### src/rtl/dsw_pkg.sv
package dsw_pkg;
  localparam int DATA_W = 32;
  localparam int ADDR_W = 12;
  localparam logic [ADDR_W-1:0] OFF_RELOAD = 12'h000;
  localparam logic [ADDR_W-1:0] OFF_COUNT  = 12'h004;
  localparam logic [ADDR_W-1:0] OFF_CTRL   = 12'h008;
  localparam logic [ADDR_W-1:0] OFF_ACK    = 12'h00C;
  localparam logic [ADDR_W-1:0] OFF_STAT   = 12'h014;
  localparam logic [ADDR_W-1:0] OFF_GUARD  = 12'hC00;
  localparam logic [DATA_W-1:0] GUARD_KEY  = 32'h1ACC_E551;
endpackage

### src/rtl/dsw_regs.sv
module dsw_regs
  import dsw_pkg::*;
(
  input  logic              clk,
  input  logic              rst_n,
  input  logic              bus_valid,
  input  logic              bus_write,
  input  logic [ADDR_W-1:0] bus_addr,
  input  logic [DATA_W-1:0] bus_wdata,
  output logic [DATA_W-1:0] bus_rdata,
  input  logic [DATA_W-1:0] cnt_value,
  input  logic              pending,
  output logic              run_en,
  output logic              trip_en,
  output logic              reload,
  output logic [DATA_W-1:0] reload_val,
  output logic              ack_clear
);
  localparam int WSEL = ADDR_W - 2;

  logic              locked_q, run_q, trip_q;
  logic [DATA_W-1:0] reload_q;
  logic [WSEL-1:0]   word;
  logic              hit_reload, hit_count, hit_ctrl, hit_ack, hit_stat, hit_guard;
  logic              wr, wr_open, start_edge;

  assign word       = bus_addr[ADDR_W-1:2];
  assign hit_reload = (word == OFF_RELOAD[ADDR_W-1:2]);
  assign hit_count  = (word == OFF_COUNT[ADDR_W-1:2]);
  assign hit_ctrl   = (word == OFF_CTRL[ADDR_W-1:2]);
  assign hit_ack    = (word == OFF_ACK[ADDR_W-1:2]);
  assign hit_stat   = (word == OFF_STAT[ADDR_W-1:2]);
  assign hit_guard  = (word == OFF_GUARD[ADDR_W-1:2]);

  assign wr         = bus_valid && bus_write;
  assign wr_open    = wr && !locked_q;
  assign start_edge = wr_open && hit_ctrl && bus_wdata[0] && !run_q;
  assign ack_clear  = wr_open && hit_ack && bus_wdata[0];
  assign reload     = (wr_open && hit_reload) || start_edge || ack_clear;
  assign reload_val = (wr_open && hit_reload) ? bus_wdata : reload_q;

  always_ff @(posedge clk) begin
    if (!rst_n) begin
      locked_q <= 1'b1;
      run_q    <= 1'b0;
      trip_q   <= 1'b0;
      reload_q <= '1;
    end else begin
      if (wr && hit_guard) locked_q <= (bus_wdata != GUARD_KEY);
      if (wr_open && hit_reload) reload_q <= bus_wdata;
      if (wr_open && hit_ctrl) begin
        run_q  <= bus_wdata[0];
        trip_q <= bus_wdata[1];
      end
    end
  end

  always_comb begin
    bus_rdata = '0;
    if (hit_reload)     bus_rdata = reload_q;
    else if (hit_count) bus_rdata = cnt_value;
    else if (hit_ctrl)  bus_rdata = {{(DATA_W-2){1'b0}}, trip_q, run_q};
    else if (hit_stat)  bus_rdata = {{(DATA_W-1){1'b0}}, pending};
    else if (hit_guard) bus_rdata = {{(DATA_W-1){1'b0}}, locked_q};
  end

  assign run_en  = run_q;
  assign trip_en = trip_q;

  assert_locked_ignore_R3: assert property (@(posedge clk) disable iff (!rst_n)
    (bus_valid && bus_write && locked_q && hit_reload) |=> $stable(reload_q));
endmodule

### src/rtl/dsw_counter.sv
module dsw_counter #(
  parameter int CNT_W = 32
) (
  input  logic             clk,
  input  logic             rst_n,
  input  logic             run_en,
  input  logic             reload,
  input  logic [CNT_W-1:0] reload_val,
  output logic [CNT_W-1:0] cnt_value,
  output logic             expire
);
  logic [CNT_W-1:0] cnt_q;

  assign expire = run_en && !reload && (cnt_q == '0);

  always_ff @(posedge clk) begin
    if (!rst_n)      cnt_q <= '1;
    else if (reload) cnt_q <= reload_val;
    else if (expire) cnt_q <= reload_val;
    else if (run_en) cnt_q <= cnt_q - 1'b1;
  end

  assign cnt_value = cnt_q;

  assert_hold_off_R6: assert property (@(posedge clk) disable iff (!rst_n)
    (!run_en && !reload) |=> $stable(cnt_q));
  assert_step_down_R6: assert property (@(posedge clk) disable iff (!rst_n)
    (run_en && !reload && cnt_q != '0) |=> (cnt_q == $past(cnt_q) - 1'b1));
endmodule

### src/rtl/dsw_alarm.sv
module dsw_alarm (
  input  logic clk,
  input  logic rst_n,
  input  logic expire,
  input  logic ack_clear,
  input  logic trip_en,
  output logic pending,
  output logic wdt_rst
);
  logic pend_q, tripped_q, pulse_q;

  always_ff @(posedge clk) begin
    if (!rst_n) begin
      pend_q    <= 1'b0;
      tripped_q <= 1'b0;
      pulse_q   <= 1'b0;
    end else begin
      pulse_q <= 1'b0;
      if (ack_clear && !tripped_q) pend_q <= 1'b0;
      else if (expire) begin
        if (!pend_q) pend_q <= 1'b1;
        else if (trip_en && !tripped_q) begin
          pulse_q   <= 1'b1;
          tripped_q <= 1'b1;
        end
      end
    end
  end

  assign pending = pend_q;
  assign wdt_rst = pulse_q;

  assert_one_cycle_pulse_R10: assert property (@(posedge clk) disable iff (!rst_n)
    wdt_rst |=> !wdt_rst);
  assert_pulse_after_pending_R10: assert property (@(posedge clk) disable iff (!rst_n)
    $rose(wdt_rst) |-> $past(pend_q));
  assert_sticky_pending_R11: assert property (@(posedge clk) disable iff (!rst_n)
    tripped_q |=> pend_q);
endmodule

### src/rtl/dual_stage_watchdog.sv
module dual_stage_watchdog
  import dsw_pkg::*;
(
  input  logic              clk,
  input  logic              rst_n,
  input  logic              bus_valid,
  input  logic              bus_write,
  input  logic [ADDR_W-1:0] bus_addr,
  input  logic [DATA_W-1:0] bus_wdata,
  output logic [DATA_W-1:0] bus_rdata,
  output logic              irq_o,
  output logic              wdt_rst_o
);
  logic              run_en, trip_en, reload, ack_clear, expire, pending;
  logic [DATA_W-1:0] reload_val, cnt_value;

  dsw_regs u_regs (
    .clk(clk), .rst_n(rst_n), .bus_valid(bus_valid), .bus_write(bus_write),
    .bus_addr(bus_addr), .bus_wdata(bus_wdata), .bus_rdata(bus_rdata),
    .cnt_value(cnt_value), .pending(pending), .run_en(run_en), .trip_en(trip_en),
    .reload(reload), .reload_val(reload_val), .ack_clear(ack_clear)
  );

  dsw_counter #(.CNT_W(DATA_W)) u_cnt (
    .clk(clk), .rst_n(rst_n), .run_en(run_en), .reload(reload),
    .reload_val(reload_val), .cnt_value(cnt_value), .expire(expire)
  );

  dsw_alarm u_alarm (
    .clk(clk), .rst_n(rst_n), .expire(expire), .ack_clear(ack_clear),
    .trip_en(trip_en), .pending(pending), .wdt_rst(wdt_rst_o)
  );

  assign irq_o = pending && run_en;

  assert_irq_gated_R8: assert property (@(posedge clk) disable iff (!rst_n)
    (!run_en && !reload) |=> !irq_o);
endmodule

### config.mk
export PLATFORM = sky130hd
export DESIGN_NAME = dual_stage_watchdog
export DESIGN_NICKNAME = d
export VERILOG_FILES = /design/src/rtl/dsw_pkg.sv /design/src/rtl/dsw_regs.sv /design/src/rtl/dsw_counter.sv /design/src/rtl/dsw_alarm.sv /design/src/rtl/dual_stage_watchdog.sv
export SDC_FILE = /design/constraint.sdc
export NUM_CORES = 1
export LEC_CHECK = 0
export ABC_AREA = 1
export CAP_MARGIN = 40
export CELL_PAD_IN_SITES_DETAIL_PLACEMENT = 0
export CELL_PAD_IN_SITES_GLOBAL_PLACEMENT = 1
export CORE_MARGIN = 2
export CORE_UTILIZATION = 36
export DETAILED_ROUTE_END_ITERATION = 7
export PLACE_DENSITY = 0.92
export SETUP_SLACK_MARGIN = 0.2
export SLEW_MARGIN = 25
export SYNTH_ARGS = -nofsm -noshare
export SYNTH_HDL_FRONTEND = slang
export SYNTH_SLANG_ARGS = --single-unit
export TNS_END_PERCENT = 50
### constraint.sdc
create_clock -name clk -period 2.1 [get_ports clk]
set_clock_uncertainty 0.05 [all_clocks]
set_input_delay 0.42 -clock clk [delete_from_list [all_inputs] [get_ports clk]]
set_output_delay 0.42 -clock clk [all_outputs]
set_load 0.005 [all_outputs]
==> flow_summary.json, run 1 <==
{
  "synth_area_leader_cell": "dfxtp_1",
  "synthArstFlopShare": 0,
  "dieArea_um2": 13100,
  "ctsHoldBuffers": 0,
  "hold_viol": 0,
  "yosysMostFrequentCell": "nand2_1",
  "netlist_instances": 701,
  "p_int_mw": 2.28,
  "io_buffers": 79,
  "rrSetupSlack_ns": 0.26,
  "drc": 0,
  "period_needed_ns": 2.05,
  "grt_pass1_wl_um": 24200,
  "syn_to_final_growth_pct": 46.8,
  "post-route-period-util": 0.975,
  "drv_slew": 0,
  "multi_input_area_um2": 2900,
  "synth_simple_gate_area_share": 0.362,
  "n_fill_cell": 1184,
  "relSlewSlack": 0.752,
  "synth-xor-area-share": 0.0460,
  "drt-total-wl_um": 15300,
  "yosys-top-cells-count": "192 x nand2_1, 78 x inv_1, 78 x nor2_1, 70 x dfxtp_1, 47 x nand3_1",
  "hold_start": "u_alarm.tripped_q",
  "cts_buffers": 9,
  "cts.reportedPaths.clkPinSlew_ns": 0.06,
  "diodes": 0,
  "rsz0062_at_grt": "yes",
  "worstSetupStartpointType": "primary input",
  "maxCapViolCount": 0,
  "num_vias": 5102,
  "ant_nets": 0,
  "rr_worst_depth": 11,
  "finalWorstSetupSlack_ns": 0.0524,
  "path_cells": "clkdlybuf4s15_2 -> nor2_4 -> inv_2 -> nor3_4 -> nand3_2 -> nor2_1 -> a21oi_1 -> nor2_1 -> nand3_1 -> buf_2",
  "ys.flop_type": "dfxtp_1",
  "final_area_um2": 6430,
  "syn_area_per_cell_um2": 6.25,
  "synth_compound_area_frac": 0.158,
  "die_w_um": 114,
  "rows": 40,
  "initial_core_util": 0.366,
  "ys_seq_elements": 70,
  "cts-root-buf": "clkbuf_16",
  "drt_iter0_drc": 266,
  "crit_slowest_cell": "clkdlybuf4s15_2",
  "cts.path.max_buffers": 2,
  "hold_ws_ns": 0.456,
  "ys_seq_area_frac": 0.320,
  "crit_family": "simple AND/OR/NAND/NOR gates",
  "final_nets": 881,
  "cts.sinks": 70,
  "cpPeakStageDelay_ns": 0.27,
  "p_sw_uw": 703,
  "r2r-end": "u_cnt.cnt_value[2]",
  "p_clk_frac": 0.478,
  "cp_num_buf_inv": 3,
  "synth_top_family_by_area": "simple AND/OR/NAND/NOR gates",
  "seq_area_um2": 1400,
  "grt_max_degree": 37,
  "hold_end": "u_alarm.tripped_q",
  "synth_area_leaders": "dfxtp_1 32%, nand2_1 16%, inv_1 6.7%",
  "hold_depth": 2,
  "place_ws_ns": -0.620,
  "cts_tree": "done",
  "vias_per_cell": 5.19,
  "sequentialPowerShare": 0.445,
  "synthesis.area_um2": 4380,
  "total_power_mw": 2.98,
  "crit_path_end_kind": "output port",
  "reg2reg_from": "u_cnt.cnt_value[9]",
  "synthMuxAreaShare": 0,
  "synth.distinct_cells": 34,
  "switching_share": 0.236,
  "firstDrtPassIters": 5,
  "htreeDepth": 3,
  "gp_congestion": 0.909,
  "grt-ovfl-total": 0,
  "synth_top_area_frac": 0.320,
  "grt_usage": 0.234,
  "syn_nets": 751,
  "avgRoutedWirePerCell_um": 15.6,
  "critPathRequiredTime_ns": 1.63,
  "drive_gt1_frac": 0.233,
  "dp_hpwl_um": 10600,
  "ios": 82,
  "arrival_ns": 1.58,
  "critPathKind": "primary input to output port",
  "dpl_cell_area_um2": 5650,
  "grt_pass1_vias": 5047,
  "crit_top_cell": "nor2_1",
  "antenna_found_initial": 0,
  "min_path_type": "flip-flop to flip-flop",
  "fmax_ghz": 0.488,
  "synth-edff-count": 0,
  "tightest_slew_ns": 0.372,
  "yosysWarningCount": 0,
  "vdd_drop_max_mv": 0.258,
  "synth_fa_ha_area_frac": 0.00571,
  "cp_max_fo": 4,
  "combPwrFrac": 0.076,
  "setup_viol": 0,
  "insertion_delay_ns": 0.34,
  "core_um2": 12000,
  "p_leak_nw": 2.99,
  "die_h_um": 114,
  "cellPowerDensity_nw_per_um2": 463,
  "status": "finished clean"
}
-- logic make-up after synthesis --
kind of cell / count (synthesis)
adder cells (fa/ha/maj): 2
AO/OA/AOI/OAI: 129
AND/OR/NAND/NOR: 364
buffers and inverters: 113
flip-flops: 70
XOR/XNOR: 23
-- area by class of cell --
| class | instances | share of cell area |
|---|---|---|
| tap | 147 | 0.0286 |
| clock buffer | 10 | 0.0371 |
| inverter | 82 | 0.0486 |
| sequential | 70 | 0.218 |
| clock inverter | 6 | 0.00583 |
| multi-input combinational | 518 | 0.450 |
| timing repair buffer | 150 | 0.212 |
-- power by group through the flow --
stage / combinational (mW) / clock [mW] / sequential [mW]
after CTS: 0.209 / 1.45 / 1.33
after global routing: 0.240 / 1.51 / 1.33
after detailed placement: 0.183 / 0 / 1.36
after global placement: 0.182 / 0 / 1.36
final: 0.227 / 1.43 / 1.33
after floorplan: 0.0416 / 0 / 1.36
-- repair_timing --
item	in CTS	in global routing
gates cloned	4	0
endpoints found under the setup margin	65	67
pin swaps	17	15
buffers inserted	13	3
gates resized for setup	243	28
-- worst max-delay path by stage --
stage,to,start,depth (start not counted),slack [ns]
finish,bus_rdata[0],bus_addr[3],10,0.05
global route,bus_rdata[0],bus_addr[3],10,-0.004
CTS,bus_rdata[0],bus_addr[6],11,0.08
detailed placement,bus_rdata[0],bus_addr[2],10,-0.62
global placement,bus_rdata[0],bus_addr[2],10,-0.62
floorplan,bus_rdata[10],bus_addr[9],6,0.19
-- worst min-delay path: cells and delay by family (launching register included) --
family | cells | cell delay, ns
flops | 1 | 0.32
compound gates | 1 | 0.07
simple gates | 1 | 0.05
-- per-layer routing --
| layer | part of all wire | track usage |
|---|---|---|
| met1 | 0.43 | 0.297 |
| met4 | 0.025 | 0.0943 |
| met2 | 0.49 | 0.392 |
| met5 | 0 | 0 |
| met3 | 0.055 | 0.0450 |
-- through the flow --
step	setup TNS, ns	instances	util
global route	-0.00439	983	0.538
global placement	-25.53	947	0.472
CTS	0	980	0.523
detailed placement	-27.43	947	0.472
floorplan	0	701	-
finish	0	983	0.538
-- state kept, by name, indices dropped and copies added (netlist names) --
| name | flops |
|---|---|
| u_regs.reload_q | 32 |
| u_alarm.tripped_q | 1 |
| u_regs.trip_en | 1 |
| u_alarm.wdt_rst | 1 |
| u_cnt.cnt_value | 32 |
| u_regs.run_en | 1 |
| u_regs.locked_q | 1 |
| u_alarm.pending | 1 |
-- layout by cell type, fill, tap and decap left out, types with 2 or more instances in the layout --
cell type,count
nand2_1,190
inv_1,75
nor2_1,71
dfxtp_1,70
buf_4,52
nand3_1,46
o21ai_1,46
a21oi_1,43
clkdlybuf4s50_1,37
buf_2,34
xor2_1,22
o22ai_2,17
nand4_1,14
buf_6,12
o22ai_4,10
buf_12,10
clkbuf_16,9
nor2_4,8
nor2_2,8
nor3_1,7
o21ai_0,7
nor4_1,5
inv_2,4
o21ai_2,3
nand3_2,3
clkinvlp_4,3
clkinv_2,3
nand2_4,2
nand2_8,2
inv_4,2
nor3b_1,2
ha_1,2
buf_8,2
buf_16,2
Power figures use the tool's default switching activity.
==> run 2, diff against run 1 <==
- ABC_AREA: 1 -> 0
- CORE_UTILIZATION: 36 -> 38
- SETUP_SLACK_MARGIN: 0.2 -> 0.5
==> flow_summary.json, run 2 <==
{
  "status": "finished with violations",
  "violations": "setup timing",
  "die_w_um": 108,
  "drv_slew": 0,
  "synth_compound_area_frac": 0.254,
  "firstDrtPassIters": 5,
  "hold_depth": 2,
  "diodes": 0,
  "grt_pass1_wl_um": 25100,
  "dp_hpwl_um": 10300,
  "avgRoutedWirePerCell_um": 18.5,
  "grt_pass1_vias": 5075,
  "reg2reg_from": "u_cnt.cnt_value[27]",
  "hold_start": "rst_n",
  "critPathRequiredTime_ns": 2.34,
  "syn_nets": 553,
  "yosys-top-cells-count": "70 x dfxtp_1, 55 x nand2_1, 34 x a21oi_1, 34 x o21ai_0, 33 x mux2i_1",
  "r2r-end": "u_cnt.cnt_value[12]",
  "cts.sinks": 70,
  "fin_util": 0.625,
  "synth_area_leaders": "dfxtp_1 34%, mux2i_1 8.0%, a22o_1 6.4%",
  "final_common_cell": "buf_4",
  "cts_buffers": 9,
  "arrival_ns": 2.72,
  "synth-xor-area-share": 0,
  "die_h_um": 108,
  "grt_usage": 0.271,
  "rrSetupSlack_ns": -0.38,
  "dieArea_um2": 11700,
  "vias_per_cell": 5.85,
  "cts-root-buf": "clkbuf_8",
  "cellPowerDensity_nw_per_um2": 434,
  "grt-ovfl-total": 0,
  "maxCapViolCount": 0,
  "htreeDepth": 3,
  "synth_top_area_frac": 0.339,
  "seq_area_um2": 1410,
  "grt_max_degree": 34,
  "drc": 0,
  "n_fill_cell": 888,
  "synthesis.area_um2": 4130,
  "insertion_delay_ns": 0.37,
  "synth_simple_gate_area_share": 0.264,
  "final_cell_mix": "116 x buf_4, 67 x dfxtp_1, 52 x nand2_1",
  "relSlewSlack": 0.590,
  "fmax_ghz": 0.403,
  "crit_path_end_kind": "flip-flop",
  "cp_max_fo": 7,
  "finalWorstSetupSlack_ns": -0.381,
  "gp_congestion": 0.922,
  "worstSetupStartpointType": "flip-flop",
  "p_leak_nw": 2.80,
  "yosysMostFrequentCell": "dfxtp_1",
  "synthArstFlopShare": 0,
  "synth_area_leader_cell": "dfxtp_1",
  "synthMuxAreaShare": 0.0854,
  "vdd_drop_max_mv": 0.307,
  "synth.distinct_cells": 64,
  "final_nets": 752,
  "drt-total-wl_um": 15700,
  "synth_fa_ha_area_frac": 0.00606,
  "io_buffers": 79,
  "synth_top_family_by_area": "simple AND/OR/NAND/NOR gates",
  "ctsHoldBuffers": 0,
  "rr_worst_depth": 7,
  "ys.flop_type": "dfxtp_1",
  "tightest_slew_ns": 0.615,
  "cts.reportedPaths.clkPinSlew_ns": 0.08,
  "ys_seq_area_frac": 0.339,
  "cts_tree": "done",
  "hold_end": "u_cnt.cnt_value[4]",
  "core_um2": 10700,
  "setup_viol": 66,
  "hold_ws_ns": 0.316,
  "initial_core_util": 0.384,
  "syn_area_per_cell_um2": 8.21,
  "period_needed_ns": 2.48,
  "ant_nets": 0,
  "syn_to_final_growth_pct": 62.6,
  "min_path_type": "primary input to flip-flop",
  "drive_gt1_frac": 0.399,
  "ios": 82,
  "hold_viol": 0,
  "netlist_instances": 503,
  "multi_input_area_um2": 2980,
  "num_vias": 4953,
  "post-route-period-util": 1.18,
  "rows": 38,
  "antenna_found_initial": 0,
  "yosysWarningCount": 0,
  "synth-edff-count": 0,
  "ys_seq_elements": 70,
  "drt_iter0_drc": 346,
  "cts.path.max_buffers": 2,
  "rsz0062_at_grt": "yes",
  "critPathKind": "flip-flop to flip-flop"
}
-- run 2: where the power goes --
part           switching (mW)  internal (mW)  total (mW)
combinational           0.133          0.163       0.296
sequential             0.0104           1.34        1.35
clock                   0.569          0.702        1.27
-- run 2: cell type report --
class,count,area share
Multi-Input combinational cell,387,0.443
Timing Repair Buffer,227,0.284
Sequential cell,70,0.209
Tap cell,140,0.0261
Clock buffer,11,0.0211
Clock inverter,5,0.0123
Inverter,7,0.00391
-- run 2: cells by family after synthesis --
family | Yosys count
and+or+nand+nor | 197
DFF | 70
muxes | 35
adders and majority gates | 2
AOI/OAI and AO/OA | 152
buffers and inverters | 47
-- run 2: layer usage --
metal / GRT usage / wire [um]
met5: 0 / 0
met4: 0.113 / 431
met3: 0.0404 / 896
met2: 0.478 / 7800
met1: 0.328 / 6560
-- run 2: repair_timing --
| action | CTS | global route |
|---|---|---|
| endpoints found under the setup margin | 104 | 104 |
| buffers inserted | 19 | 4 |
| resized for setup | 251 | 44 |
| gates cloned | 5 | 1 |
| pin swaps | 45 | 24 |
-- run 2: worst max-delay path by stage --
stage	startpoint	to	slack, ns	cells past startpoint
finish	u_cnt.cnt_value[27]	u_cnt.cnt_value[12]	-0.38	7
global route	u_cnt.cnt_value[27]	u_cnt.cnt_value[25]	-0.44	7
CTS	u_cnt.cnt_value[27]	u_cnt.cnt_value[5]	-0.36	7
detailed placement	bus_addr[10]	bus_rdata[16]	-0.99	7
global placement	bus_addr[10]	bus_rdata[16]	-0.98	7
floorplan	u_cnt.cnt_value[27]	u_cnt.cnt_value[16]	-0.38	8
-- run 2: worst max-delay path, stage by stage, from the launching register on --
cell,delay (ns)
dfxtp_2,0.32
or4_4,0.53
or3_4,0.39
or4_4,0.54
nand2_8,0.15
buf_4,0.15
o21ai_0,0.09
a32oi_1,0.18
-- run 2: metrics by stage --
step	TNS (ns)	worst slack, ns	instance area [um^2]	cells	power [mW]
2_1_floorplan	-8.85	-0.377	4200	503	1.46
3_3_place_gp	-54.80	-0.976	5870	802	1.64
3_5_place_dp	-58.66	-0.985	5870	802	1.64
4_1_cts	-18.42	-0.363	6510	842	2.89
5_1_grt	-22.50	-0.439	6720	847	3.00
6_report	-18.00	-0.381	6720	847	2.92
==> run 3, diff against run 2 <==
- SLEW_MARGIN: 25 -> 20
==> results of run 3 <==
No change in the layout: final DEF, timing and power equal those of run 2.
